==> src/rtl/msi_bank_pkg.sv <==
package msi_bank_pkg;

  // Log2 of the spacing between register slots in the region.
  localparam int unsigned SLOT_SHIFT = 4;

  // What an incoming read resolves to.
  typedef enum logic [1:0] {
    RK_UNMAPPED   = 2'd0,
    RK_CAPTURE    = 2'd1,
    RK_SUMMARY    = 2'd2,
    RK_MISALIGNED = 2'd3
  } rd_kind_e;

endpackage

==> src/rtl/msi_bus_decode.sv <==
module msi_bus_decode #(
  parameter int unsigned ADDR_W      = 9,
  parameter int unsigned DATA_W      = 32,
  parameter int unsigned NUM_REGS    = 8,
  parameter int unsigned REG_W       = 32,
  parameter int unsigned DOORBELL_OFS = 'h140,
  parameter int unsigned SUMMARY_OFS = 'h120,
  localparam int unsigned SEL_W      = $clog2(NUM_REGS),
  localparam int unsigned BIT_W      = $clog2(REG_W)
) (
  input  logic                      rd_en,
  input  logic [ADDR_W-1:0]         rd_addr,
  input  logic                      wr_en,
  input  logic [ADDR_W-1:0]         wr_addr,
  input  logic [SEL_W-1:0]          db_sel,
  input  logic [BIT_W-1:0]          db_bit,
  output msi_bank_pkg::rd_kind_e    rd_kind,
  output logic [SEL_W-1:0]          rd_idx,
  output logic [NUM_REGS-1:0]       clr_vec,
  output logic [NUM_REGS-1:0]       set_vec,
  output logic [BIT_W-1:0]          set_bit
);
  import msi_bank_pkg::*;

  localparam logic [ADDR_W-1:0] CAPTURE_END = ADDR_W'(NUM_REGS << SLOT_SHIFT);
  localparam logic [ADDR_W-1:0] SUMMARY_A   = ADDR_W'(SUMMARY_OFS);
  localparam logic [ADDR_W-1:0] DOORBELL_A  = ADDR_W'(DOORBELL_OFS);

  logic rd_misaligned;
  logic wr_aligned;
  logic db_hit;

  assign rd_misaligned = |rd_addr[SLOT_SHIFT-1:0];
  assign wr_aligned    = ~|wr_addr[SLOT_SHIFT-1:0];
  assign rd_idx        = rd_addr[SLOT_SHIFT +: SEL_W];
  assign db_hit        = wr_en && wr_aligned && (wr_addr == DOORBELL_A);
  assign set_bit       = db_bit;

  always_comb begin
    if (rd_misaligned)               rd_kind = RK_MISALIGNED;
    else if (rd_addr < CAPTURE_END)  rd_kind = RK_CAPTURE;
    else if (rd_addr == SUMMARY_A)   rd_kind = RK_SUMMARY;
    else                             rd_kind = RK_UNMAPPED;
  end

  for (genvar g = 0; g < NUM_REGS; g++) begin : g_lane
    assign clr_vec[g] = rd_en && (rd_kind == RK_CAPTURE) && (rd_idx == SEL_W'(g));
    assign set_vec[g] = db_hit && (db_sel == SEL_W'(g));
  end

endmodule

==> src/rtl/msi_capture_reg.sv <==
module msi_capture_reg #(
  parameter int unsigned REG_W = 32,
  localparam int unsigned BIT_W = $clog2(REG_W)
) (
  input  logic             clk,
  input  logic             rst,
  input  logic             clr_en,
  input  logic             set_en,
  input  logic [BIT_W-1:0] set_bit,
  output logic [REG_W-1:0] value_o,
  output logic             nonzero_o
);

  logic [REG_W-1:0] value_q;
  logic [REG_W-1:0] set_mask;
  logic [REG_W-1:0] kept;

  assign set_mask = set_en ? (REG_W'(1) << set_bit) : '0;
  assign kept     = clr_en ? '0 : value_q;

  always_ff @(posedge clk) begin
    if (rst) value_q <= '0;
    else     value_q <= kept | set_mask;
  end

  assign value_o   = value_q;
  assign nonzero_o = |value_q;

  assert_set_lands_R2: assert property (@(posedge clk) disable iff (rst)
    set_en |=> ((value_q & (REG_W'(1) << $past(set_bit))) != '0));

  assert_read_empties_R4: assert property (@(posedge clk) disable iff (rst)
    (clr_en && !set_en) |=> (value_q == '0));

  assert_collision_new_only_R8: assert property (@(posedge clk) disable iff (rst)
    (clr_en && set_en) |=> (value_q == (REG_W'(1) << $past(set_bit))));

  assert_idle_holds_R7: assert property (@(posedge clk) disable iff (rst)
    (!clr_en && !set_en) |=> $stable(value_q));

endmodule

==> src/rtl/msi_read_mux.sv <==
module msi_read_mux #(
  parameter int unsigned DATA_W   = 32,
  parameter int unsigned NUM_REGS = 8,
  parameter int unsigned REG_W    = 32,
  localparam int unsigned SEL_W   = $clog2(NUM_REGS)
) (
  input  logic                            clk,
  input  logic                            rst,
  input  logic                            rd_en,
  input  msi_bank_pkg::rd_kind_e          rd_kind,
  input  logic [SEL_W-1:0]                rd_idx,
  input  logic [NUM_REGS-1:0][REG_W-1:0]  values,
  input  logic [NUM_REGS-1:0]             summary,
  output logic                            rd_valid_o,
  output logic [DATA_W-1:0]               rd_data_o
);
  import msi_bank_pkg::*;

  logic [DATA_W-1:0] word;

  always_comb begin
    unique case (rd_kind)
      RK_CAPTURE:    word = DATA_W'(values[rd_idx]);
      RK_SUMMARY:    word = DATA_W'(summary);
      RK_MISALIGNED: word = '1;
      default:       word = '0;
    endcase
  end

  always_ff @(posedge clk) begin
    if (rst) begin
      rd_valid_o <= 1'b0;
      rd_data_o  <= '0;
    end else begin
      rd_valid_o <= rd_en;
      if (rd_en) rd_data_o <= word;
    end
  end

  assert_valid_follows_R10: assert property (@(posedge clk) disable iff (rst)
    rd_en |=> rd_valid_o);

  assert_no_stray_valid_R10: assert property (@(posedge clk) disable iff (rst)
    !rd_en |=> !rd_valid_o);

  assert_misaligned_ones_R6: assert property (@(posedge clk) disable iff (rst)
    (rd_en && rd_kind == RK_MISALIGNED) |=> (rd_data_o == '1));

  assert_unmapped_zero_R9: assert property (@(posedge clk) disable iff (rst)
    (rd_en && rd_kind == RK_UNMAPPED) |=> (rd_data_o == '0));

  assert_summary_upper_zero_R5: assert property (@(posedge clk) disable iff (rst)
    (rd_en && rd_kind == RK_SUMMARY) |=> ((rd_data_o >> NUM_REGS) == '0));

endmodule

==> src/rtl/msi_capture_bank.sv <==
module msi_capture_bank #(
  parameter int unsigned ADDR_W       = 9,
  parameter int unsigned DATA_W       = 32,
  parameter int unsigned NUM_REGS     = 8,
  parameter int unsigned REG_W        = 32,
  parameter int unsigned DOORBELL_OFS = 'h140,
  parameter int unsigned SUMMARY_OFS  = 'h120
) (
  input  logic                clk,
  input  logic                rst,
  input  logic                rd_en,
  input  logic [ADDR_W-1:0]   rd_addr,
  output logic                rd_valid,
  output logic [DATA_W-1:0]   rd_data,
  input  logic                wr_en,
  input  logic [ADDR_W-1:0]   wr_addr,
  input  logic [DATA_W-1:0]   wr_data,
  output logic [NUM_REGS-1:0] irq_pulse
);
  import msi_bank_pkg::*;

  localparam int unsigned SEL_W  = $clog2(NUM_REGS);
  localparam int unsigned BIT_W  = $clog2(REG_W);
  localparam int unsigned SEL_LO = DATA_W - SEL_W;
  localparam int unsigned BIT_LO = SEL_LO - BIT_W;
  localparam logic [ADDR_W-1:0] DOORBELL_A = ADDR_W'(DOORBELL_OFS);

  rd_kind_e                      rd_kind;
  logic [SEL_W-1:0]              rd_idx;
  logic [NUM_REGS-1:0]           clr_vec;
  logic [NUM_REGS-1:0]           set_vec;
  logic [BIT_W-1:0]              set_bit;
  logic [NUM_REGS-1:0][REG_W-1:0] reg_values;
  logic [NUM_REGS-1:0]           summary;
  logic                          unused_wdata_low;

  assign unused_wdata_low = ^wr_data[BIT_LO-1:0];

  msi_bus_decode #(
    .ADDR_W(ADDR_W), .DATA_W(DATA_W), .NUM_REGS(NUM_REGS), .REG_W(REG_W),
    .DOORBELL_OFS(DOORBELL_OFS), .SUMMARY_OFS(SUMMARY_OFS)
  ) decode_i (
    .rd_en   (rd_en),
    .rd_addr (rd_addr),
    .wr_en   (wr_en),
    .wr_addr (wr_addr),
    .db_sel  (wr_data[SEL_LO +: SEL_W]),
    .db_bit  (wr_data[BIT_LO +: BIT_W]),
    .rd_kind (rd_kind),
    .rd_idx  (rd_idx),
    .clr_vec (clr_vec),
    .set_vec (set_vec),
    .set_bit (set_bit)
  );

  for (genvar g = 0; g < NUM_REGS; g++) begin : g_reg
    msi_capture_reg #(.REG_W(REG_W)) cap_i (
      .clk       (clk),
      .rst       (rst),
      .clr_en    (clr_vec[g]),
      .set_en    (set_vec[g]),
      .set_bit   (set_bit),
      .value_o   (reg_values[g]),
      .nonzero_o (summary[g])
    );
  end

  msi_read_mux #(
    .DATA_W(DATA_W), .NUM_REGS(NUM_REGS), .REG_W(REG_W)
  ) rmux_i (
    .clk        (clk),
    .rst        (rst),
    .rd_en      (rd_en),
    .rd_kind    (rd_kind),
    .rd_idx     (rd_idx),
    .values     (reg_values),
    .summary    (summary),
    .rd_valid_o (rd_valid),
    .rd_data_o  (rd_data)
  );

  always_ff @(posedge clk) begin
    if (rst) irq_pulse <= '0;
    else     irq_pulse <= set_vec;
  end

  assert_irq_onehot_R3: assert property (@(posedge clk) disable iff (rst)
    $onehot0(irq_pulse));

  assert_irq_needs_doorbell_R7: assert property (@(posedge clk) disable iff (rst)
    !(wr_en && wr_addr == DOORBELL_A) |=> (irq_pulse == '0));

endmodule

==> config.mk <==
export PLATFORM = sky130hd
export DESIGN_NAME = msi_capture_bank
export DESIGN_NICKNAME = d
export VERILOG_FILES = /design/src/rtl/msi_bank_pkg.sv /design/src/rtl/msi_bus_decode.sv /design/src/rtl/msi_capture_reg.sv /design/src/rtl/msi_read_mux.sv /design/src/rtl/msi_capture_bank.sv
export SDC_FILE = /design/constraint.sdc
export NUM_CORES = 1
export LEC_CHECK = 0
export BUFFER_PORTS_ARGS = -buffer_cell sky130_fd_sc_hd__buf_2
export CORE_ASPECT_RATIO = 2
export CORE_UTILIZATION = 62
export CTS_CLUSTER_DIAMETER = 50
export DETAILED_ROUTE_END_ITERATION = 16
export PLACE_DENSITY = 0.82
export RECOVER_POWER = 25
export SLEW_MARGIN = 20
export SYNTH_ARGS = -nofsm -noshare
export SYNTH_HDL_FRONTEND = slang
export SYNTH_HIERARCHICAL = 1
export SYNTH_SLANG_ARGS = --single-unit
==> constraint.sdc <==
create_clock -name clk -period 8.2 [get_ports clk]
set_clock_uncertainty 0.2 [all_clocks]
set_input_delay 1.64 -clock clk [delete_from_list [all_inputs] [get_ports clk]]
set_output_delay 1.64 -clock clk [all_outputs]
set_load 0.02 [all_outputs]
* Yosys cells after proc, flatten, opt, wreduce, memory -nomap -nowiden
Cells that the tools add are included.
** Word-level totals
- Register bits after elaboration :: 297
- Input bits :: 54
- Logic and storage cells :: 95
** Cells by class
- $lt $le $gt $ge :: 2
- Equal/unequal tests :: 19
- Shift-type cells :: 1
- Multiplexer cells :: 22
- Bitwise gates (word level) :: 8
- Reductions and logical operators :: 32
** Operators with widths (count)
- two-way mux 32 bit :: 17
- OR 32 bit :: 8
- OR reduction 32 bit :: 8
- binary-select mux 32 bit (select 3 bit) :: 1
- case mux 32 bit (3 select lines) :: 1
- << shifter 1 x 5 -> 32 bit, first input constant :: 1
- equality test 3 bit, second input constant :: 8
- logical AND 1 bit :: 19
- equality test 9 bit, second input constant :: 2
- equality test 3 x 2 -> 1 bit, second input constant :: 4
- < comparator 9 x 8 -> 1 bit, second input constant :: 1
- OR reduction 4 bit :: 2
- equality test 3 x 1 -> 1 bit, second input constant :: 2
- zero test 3 bit :: 2
- two-way mux 2 bit :: 3
- equality test 2 bit, second input constant :: 2
- < comparator 3 x 4 -> 1 bit, second input constant :: 1
- equality test 2 x 1 -> 1 bit, second input constant :: 1
- zero test 1 bit :: 1

* Longest topological paths before layout
Gate-level depths: netlist of run 1.
- Depth after elaboration :: 9
- Gate-level depth with buffers :: 9
- Depth with buffers taken out :: 6

* Cells and area by module
The synthesis of run 1 kept the hierarchy.
** By module, submodules not included
- msi_capture_reg :: times used 8, cells each 144, area each 1308.8 µm², sequential area each 640.6 µm²
- msi_read_mux :: times used 1, cells each 396, area each 3614.7 µm², sequential area each 660.6 µm²
- msi_bus_decode :: times used 1, cells each 50, area each 351.6 µm², sequential area each 0.0 µm²
- msi_capture_bank :: times used 1, cells each 16, area each 210.2 µm², sequential area each 160.2 µm²

* Least setup slack after synthesis of run 1
No wires, ideal clock.
- Path type :: input to register
- Start point :: input wr_addr[5]
- End point :: register g_reg[0].cap_i.value_q[25]
- Library setup time :: 0.071 ns
- Arrival :: 3.560 ns
- Data required time :: 7.929 ns
- Setup slack :: 4.369 ns
- Stages :: 6
- Cells stage by stage :: or4b_1 buf_2 nor4_1 nand4b_1 or3b_1 a21oi_1
** Between the ends
- Word-level cells in the longest chain between the ends :: 5
** RTL lines
- from (decl) :: RTL line msi_capture_bank.sv:16 : input logic [ADDR_W-1:0] wr_addr,
- equality test 9 bit :: RTL line msi_bus_decode.sv:36 : assign db_hit = wr_en && wr_aligned && (wr_addr == DOORBELL_A);
- logical AND 1 bit :: RTL line msi_bus_decode.sv:36
- logical AND 1 bit :: RTL line msi_bus_decode.sv:48 : assign set_vec[g] = db_hit && (db_sel == SEL_W'(g));
- named net set_vec[0] :: RTL line msi_capture_bank.sv:31 : logic [NUM_REGS-1:0] set_vec;
- two-way mux 32 bit :: RTL line msi_capture_reg.sv:18 : assign set_mask = set_en ? (REG_W'(1) << set_bit) : '0;
- OR 32 bit :: RTL line msi_capture_reg.sv:23 : else value_q <= kept | set_mask;
- to (signal assigned) :: RTL line msi_capture_reg.sv:23
- to (decl) :: RTL line msi_capture_reg.sv:14 : logic [REG_W-1:0] value_q;
The timed path passes the listed nets, and every way through them passes these cells.
A chain may end at the register's enable or synchronous reset.

* Worst setup path after layout of run 1
- Start point :: input rd_en
- End point :: register g_reg[2].cap_i.value_q[13]
** Between the ends
- Word-level cells in the longest chain between the ends :: 4
** RTL lines
- from (decl) :: RTL line msi_capture_bank.sv:11 : input logic rd_en,
- logical AND 1 bit (2 in series) :: RTL line msi_bus_decode.sv:47 : assign clr_vec[g] = rd_en && (rd_kind == RK_CAPTURE) && (rd_idx == SEL_W'(g));
- named net clr_vec[2] :: RTL line msi_capture_bank.sv:30 : logic [NUM_REGS-1:0] clr_vec;
- two-way mux 32 bit :: RTL line msi_capture_reg.sv:19 : assign kept = clr_en ? '0 : value_q;
- OR 32 bit :: RTL line msi_capture_reg.sv:23
- to (signal assigned) :: RTL line msi_capture_reg.sv:23
- to (decl) :: RTL line msi_capture_reg.sv:14
The timed path passes the listed nets, and every way through them passes these cells.

==> run metrics, run 1 <==
result of the run=finished with violations; violations in the final reports=max-capacitance violations, max-slew violations; most area-hungry cell type in the Yosys netlist=sky130_fd_sc_hd__dfxtp_1; area added between synthesis and finish=7.17%; Sw Share=0.247; antenna violations before repair=1; sequential group share of total power=0.499; worst slack on hold paths=0.283 ns; min-delay worst type=reg2reg; main flop type after synthesis=sky130_fd_sc_hd__dfxtp_1; clock-pin transition on the worst setup and hold timing paths=0.07 ns; clock tree root driver cell=sky130_fd_sc_hd__clkbuf_16; source of the worst register-to-register timing path=g_reg[7].cap_i/value_o[5]$_SDFF_PP0_; number of hold buffers added after CTS=0; total negative setup slack=0 ns; relative contribution of combinational cells to total power=0.074; hold violation count in the final report=0; arrival time of the worst setup path=5.21 ns; maximum fanout count along the critical path=38; max-cap check violation count=3; detailed-route DRC error count=0; number of placement rows=79; nets@finish=1652; number of violations reported at the end of detailed-routing iteration 0=1461; PwrDens=187 nW/um^2; starting density of the core=0.631; maximum vdd ir drop=0.000296 V; number of enable flip-flop cells after synthesis=0; overall fraction of global-route tracks in use=0.384; DIE WIDTH=111 um; start point of the worst min-delay path=g_reg[0].cap_i/value_o[22]$_SDFF_PP0_; Final Instance Area=15700 um^2; clock latency on the worst-skew pair=0.55 ns; most repeated cell in the gate-level netlist after synthesis=sky130_fd_sc_hd__dfxtp_1; via count of the first global-routing pass=12600; I/O pin cnt=95; antenna fix cells=0; Internal=0.00221 W; global-route wire length before repair=71800 um; synthesized instance count=1614; total design power=0.00293 W; Syn Std Cell Area=14600 um^2; clock buffer depth=3; pin count of the biggest net entering global routing=112; post-synthesis average cell area=9.07 um^2; largest cells by area after synthesis=sky130_fd_sc_hd__dfxtp_1, sky130_fd_sc_hd__o32ai_1, sky130_fd_sc_hd__a22oi_1, sky130_fd_sc_hd__mux2_2, sky130_fd_sc_hd__nor2_1; mean number of vias per cell=7.12; Post-DRT Antenna Nets=0; Initial DRT Pass Iterations=6; final RePlAce weighted congestion=0.994; number of gates resized after CTS=0; leakage power=5.29 nW; slew at the pin closest to its max-slew limit=3.42 ns; relative max-transition margin=-1.28; half-perimeter wire length after placement=32300 um; kind of critical path=in2reg; CTS Buf Count=26; clock period minus final worst setup slack=5.11 ns; routed length per placed instance=25.4 um; number of failing setup endpoints in the final timing report=0; Final Max Tran Viols=202; CTS tree=done; buffers inserted during post-CTS setup optimization=0; Post-DP Area=14900 um^2; Seq/Total Area, Yosys=0.406; CTS Sinks=297; Clock power frac=0.427; worst r2r path cells=6; die height=219 um; number of nets produced by synthesis=1668; Final Routed Wirelength=48200 um; count of cells along the worst hold path=2; fraction of final layout cells sized beyond drive strength 1=0.127; startpoint class of the critical path=input pin; number of port buffers=70; Die Footprint=24300 um^2; Final Cycle Share=0.623; htree depth=1; endpoint of the worst-slack reg-to-reg timing path=rmux_i/rd_data_o[7]$_SDFFE_PP0P_; most frequent cells after synthesis=sky130_fd_sc_hd__dfxtp_1, sky130_fd_sc_hd__nor2_1, sky130_fd_sc_hd__inv_1; sum of overflow across all layers after global routing=0; flop and latch count out of synthesis=297; yosys warns=6; Worst Setup End Kind=flop; worst reg-to-reg setup slack=6.00 ns; via count of the routed design=13500; setup repair after global routing missed its margin=false; net switching component of the power=0.000725 W; Core Region=23200 um^2; worst endpoint required time=8.30 ns; Hold Path End=g_reg[0].cap_i/value_o[22]$_SDFF_PP0_; area fraction of the dominant cell type after synthesis=0.406; Synth cell types=52; async set or reset register ratio after synthesis=0; maximum frequency from static timing analysis=196 MHz
==> per-stage QoR <==
stage,utilization,worst slack (ns),instances
floorplan,-,4.37,1614
global placement,0.642,3.47,1853
detailed placement,0.642,3.40,1853
CTS,0.679,3.95,1900
global route,0.676,2.92,1900
finish,0.676,3.09,1900
==> layout make-up <==
class                      instances  area, um^2
sequential                       297        5950
fill                            1892        7530
timing repair buffer              96         492
inverter                         108         405
clock buffer                      35         766
multi-input combinational       1069        7640
tap                              283         354
clock inverter                    12        95.1
==> sequential cells by signal, summed over array words and instances, names as in the netlist <==
signal,flops
rmux_i/rd_data_o,32
irq_pulse,8
rmux_i/rd_valid_o,1
g.cap_i/value_o,256
==> critical path, stage by stage <==
cell and delay [ns]:
sky130_fd_sc_hd__clkbuf_1 1.18, sky130_fd_sc_hd__or3b_2 0.58, sky130_fd_sc_hd__nor4_1 0.19, sky130_fd_sc_hd__clkbuf_1 0.69
sky130_fd_sc_hd__inv_1 0.54, sky130_fd_sc_hd__a22oi_1 0.31, sky130_fd_sc_hd__nor2_1 0.06
==> how the worst max path moves through the flow <==
stage                          start                                    end
after global placement    rd_addr[4]       rmux_i/rd_data_o[3]$_SDFFE_PP0P_
after floorplan           wr_addr[5]  g_reg[0].cap_i/value_o[25]$_SDFF_PP0_
after CTS                 rd_addr[4]       rmux_i/rd_data_o[7]$_SDFFE_PP0P_
final                          rd_en  g_reg[2].cap_i/value_o[13]$_SDFF_PP0_
after global routing           rd_en  g_reg[2].cap_i/value_o[12]$_SDFF_PP0_
after detailed placement  rd_addr[4]       rmux_i/rd_data_o[2]$_SDFFE_PP0P_
==> routing by layer <==
metal / up-vias / share of wire / GRT usage
li1: 6027 / - / -
met1: 6504 / 0.34 / 0.417
met2: 757 / 0.49 / 0.661
met3: 230 / 0.071 / 0.0467
met4: 2 / 0.10 / 0.328
met5: - / 0.00023 / 0
==> cell usage in the layout (no fill, tap or decap), types with 11 or more instances in the layout <==
master | Yosys | routed
sky130_fd_sc_hd__dfxtp_1 | 297 | 297
sky130_fd_sc_hd__nor2_1 | 147 | 147
sky130_fd_sc_hd__inv_1 | 108 | 108
sky130_fd_sc_hd__o32ai_1 | 96 | 96
sky130_fd_sc_hd__a22oi_1 | 96 | 96
sky130_fd_sc_hd__nand2_1 | 92 | 92
sky130_fd_sc_hd__nor4_1 | 76 | 73
sky130_fd_sc_hd__mux2_2 | 62 | 62
sky130_fd_sc_hd__a21oi_1 | 55 | 55
sky130_fd_sc_hd__clkbuf_1 | 83 | 51
sky130_fd_sc_hd__mux2i_1 | 50 | 50
sky130_fd_sc_hd__nor2b_1 | 41 | 41
sky130_fd_sc_hd__nand4_1 | 32 | 32
sky130_fd_sc_hd__or3b_1 | 32 | 32
sky130_fd_sc_hd__clkbuf_16 | 0 | 27
sky130_fd_sc_hd__and3b_1 | 24 | 24
sky130_fd_sc_hd__buf_2 | 25 | 24
sky130_fd_sc_hd__o22a_1 | 24 | 24
sky130_fd_sc_hd__a211oi_1 | 24 | 24
sky130_fd_sc_hd__a311oi_1 | 24 | 24
sky130_fd_sc_hd__nand3b_1 | 20 | 20
sky130_fd_sc_hd__buf_4 | 13 | 20
sky130_fd_sc_hd__nand3_1 | 18 | 18
sky130_fd_sc_hd__or3_1 | 17 | 17
sky130_fd_sc_hd__nor3b_2 | 16 | 16
sky130_fd_sc_hd__a32oi_1 | 16 | 16
sky130_fd_sc_hd__nor3_1 | 11 | 11
==> power groups by stage <==
stage,Clock [W],Sequential [W],Combinational (W)
final,0.00125,0.00146,0.000216
after global routing,0.00131,0.00146,0.000229
after CTS,0.00126,0.00146,0.000214
after detailed placement,0,0.00150,0.000213
after global placement,0,0.00150,0.000210
after floorplan,0,0.00151,0.000146
==> cell families (layout without fill, tap and decap cells) <==
group,after synthesis,after routing,synth area share
muxes,120,120,0.0941
DFF,297,297,0.406
AOI/OAI and AO/OA,368,368,0.195
and+or+nand+nor,581,581,0.230
buffers and inverters,248,251,0.0742
Power figures use the tool's default switching activity.
==> inputs of run 2 (changes only) <==
CORE_UTILIZATION = 55   (was 62)
PLACE_DENSITY = 0.77   (was 0.82)
clock period = 4.2 ns   (was 8.2 ns; I/O delays follow)
==> run metrics, run 2 (same netlist as run 1, synthesis figures left out) <==
nets@finish=1672 (+1.2%); via count of the first global-routing pass=12700 (+1.3%); CTS tree=done; slew at the pin closest to its max-slew limit=1.76 ns (-1.66 ns); number of port buffers=70 (unchanged); area occupied by multi-input gates=7640 um^2 (about the same); pin count of the biggest net entering global routing=123 (+9.8%); number of violations reported at the end of detailed-routing iteration 0=1535 (+5.1%); max FFs per register=256 (unchanged); detailed-route DRC error count=0 (unchanged); number of hold buffers added after CTS=0 (unchanged); number of gates resized after CTS=0 (unchanged); PwrDens=371 nW/um^2 (+98%); area added between synthesis and finish=9.60%; Initial DRT Pass Iterations=7 (+1); fin cells=1982 (+4.3%); relative max-transition margin=-0.171 (+1.11); Final Routed Wirelength=50100 um (+4.0%); Die Footprint=27300 um^2 (+13%); highest-count cells in the layout ignoring fill and taps=sky130_fd_sc_hd__dfxtp_1, sky130_fd_sc_hd__nor2_1, sky130_fd_sc_hd__inv_1; via count of the routed design=13500 (+0.052%); Post-DRT Antenna Nets=0 (unchanged); violations in the final reports=max-capacitance violations, max-slew violations; clock latency on the worst-skew pair=0.55 ns (about the same); maximum frequency from static timing analysis=293 MHz; htree depth=1 (unchanged); source of the worst register-to-register timing path=g_reg[4].cap_i/value_o[6]$_SDFF_PP0_; start point of the worst min-delay path=g_reg[3].cap_i/value_o[6]$_SDFF_PP0_; kind of critical path=in2reg; Final Cycle Share=0.812; overall fraction of global-route tracks in use=0.359 (-0.0243); die height=233 um (+6.1%); routed length per placed instance=25.3 um (-0.32%); Worst Setup End Kind=flop; register area=5950 um^2 (unchanged); number of placement rows=84 (+6.3%); fraction of final layout cells sized beyond drive strength 1=0.136 (+0.00936); maximum vdd ir drop=0.000296 V (about the same); most frequent standard cell in the layout excluding fill and tap cells=sky130_fd_sc_hd__dfxtp_1; fillcell total=2290 (+21%); I/O pin cnt=95 (unchanged); maximum fanout count along the critical path=36 (-5.3%); Hold Path End=g_reg[3].cap_i/value_o[6]$_SDFF_PP0_; sum of overflow across all layers after global routing=0 (unchanged); CTS Buf Count=26 (unchanged); CTS Sinks=297 (unchanged); min-delay worst type=reg2reg; clock-pin transition on the worst setup and hold timing paths=0.07 ns (about the same); setup repair after global routing missed its margin=false; count of cells along the worst hold path=2 (unchanged); clock tree root driver cell=sky130_fd_sc_hd__clkbuf_16; starting density of the core=0.557 (-0.0731); number of failing setup endpoints in the final timing report=0 (unchanged); leakage power=5.43 nW (+2.6%); buffers inserted during post-CTS setup optimization=0 (unchanged); worst slack on hold paths=0.282 ns (-0.000761 ns); mean number of vias per cell=6.82 (-4.1%); endpoint of the worst-slack reg-to-reg timing path=rmux_i/rd_data_o[4]$_SDFFE_PP0P_; result of the run=finished with violations; worst endpoint required time=4.45 ns (-3.85 ns); arrival time of the worst setup path=3.66 ns (-1.55 ns); antenna fix cells=0 (unchanged); clock period minus final worst setup slack=3.41 ns; total negative setup slack=0 ns (unchanged); clock buffer depth=3 (unchanged); placed instance count=1934 (+4.4%); antenna violations before repair=0 (-1); worst reg-to-reg setup slack=1.88 ns (-4.12 ns); half-perimeter wire length after placement=35000 um (+8.5%); worst r2r path cells=6 (unchanged); DIE WIDTH=117 um (+6.1%); hold violation count in the final report=0 (unchanged); Final Max Tran Viols=37 (-82%); Core Region=26300 um^2 (+13%); max-cap check violation count=1 (-2); global-route wire length before repair=74800 um (+4.3%); Final Util=0.611 (-0.0648); final RePlAce weighted congestion=0.960 (-3.4%); startpoint class of the critical path=input pin
[run 2: cell count changes in the layout (fill, tap and decap cells not counted), moves of 3 or more]
cell	change
sky130_fd_sc_hd__buf_12	+5
sky130_fd_sc_hd__buf_4	+14
sky130_fd_sc_hd__bufinv_16	+3
sky130_fd_sc_hd__clkinv_2	-4
sky130_fd_sc_hd__clkbuf_1	+3
[run 2: through the flow]
step | power [W] | setup slack [ns] | area [um^2]
6_report | 0.00595 | 0.791 | 16100
5_1_grt | 0.00610 | 0.581 | 16100
4_1_cts | 0.00596 | 1.34 | 16100
3_5_place_dp | 0.00336 | 0.754 | 15200
3_3_place_gp | 0.00335 | 0.831 | 15200
2_1_floorplan | 0.00323 | 1.17 | 14600
[run 2: how the worst max path moves through the flow]
stage               slack, ns  startpoint                               endpoint  cells past startpoint
finish                   0.79       rd_en      rmux_i/rd_data_o[11]$_SDFFE_PP0P_                      5
global route             0.58       rd_en       rmux_i/rd_data_o[8]$_SDFFE_PP0P_                      5
CTS                      1.34  rd_addr[5]  g_reg[0].cap_i/value_o[14]$_SDFF_PP0_                      6
detailed placement       0.75  rd_addr[5]  g_reg[0].cap_i/value_o[14]$_SDFF_PP0_                      6
global placement         0.83  rd_addr[1]  g_reg[2].cap_i/value_o[17]$_SDFF_PP0_                      6
floorplan                1.17  wr_addr[5]  g_reg[0].cap_i/value_o[25]$_SDFF_PP0_                      6
[run 2: layout make-up]
type / count / area share
multi-input combinational: 1069 / 0.476
sequential: 297 / 0.370
clock buffer: 37 / 0.0482
timing repair buffer: 116 / 0.0433
tap: 344 / 0.0268
inverter: 108 / 0.0253
clock inverter: 11 / 0.0102
[run 2: per-layer routing]
metal / vias up / part of all wire / wire length, um / track usage
met1: 6551 / 0.35 / 17600 / 0.389
met4: 0 / 0.090 / 4500 / 0.283
li1: 6082 / - / - / -
met3: 194 / 0.065 / 3280 / 0.0456
met2: 700 / 0.49 / 24700 / 0.632
met5: - / 0 / 0 / 0
[run 2: critical path: stages]
cell	delay, ns
sky130_fd_sc_hd__buf_2	0.12
sky130_fd_sc_hd__clkbuf_1	1.26
sky130_fd_sc_hd__and2_1	0.96
sky130_fd_sc_hd__nor2_1	0.13
sky130_fd_sc_hd__a311oi_1	0.30
[run 2: where the power goes]
group / switching (W) / internal, W
clock network: 0.00112 / 0.00153
logic: 0.000306 / 0.000141
registers: 0.0000175 / 0.00284
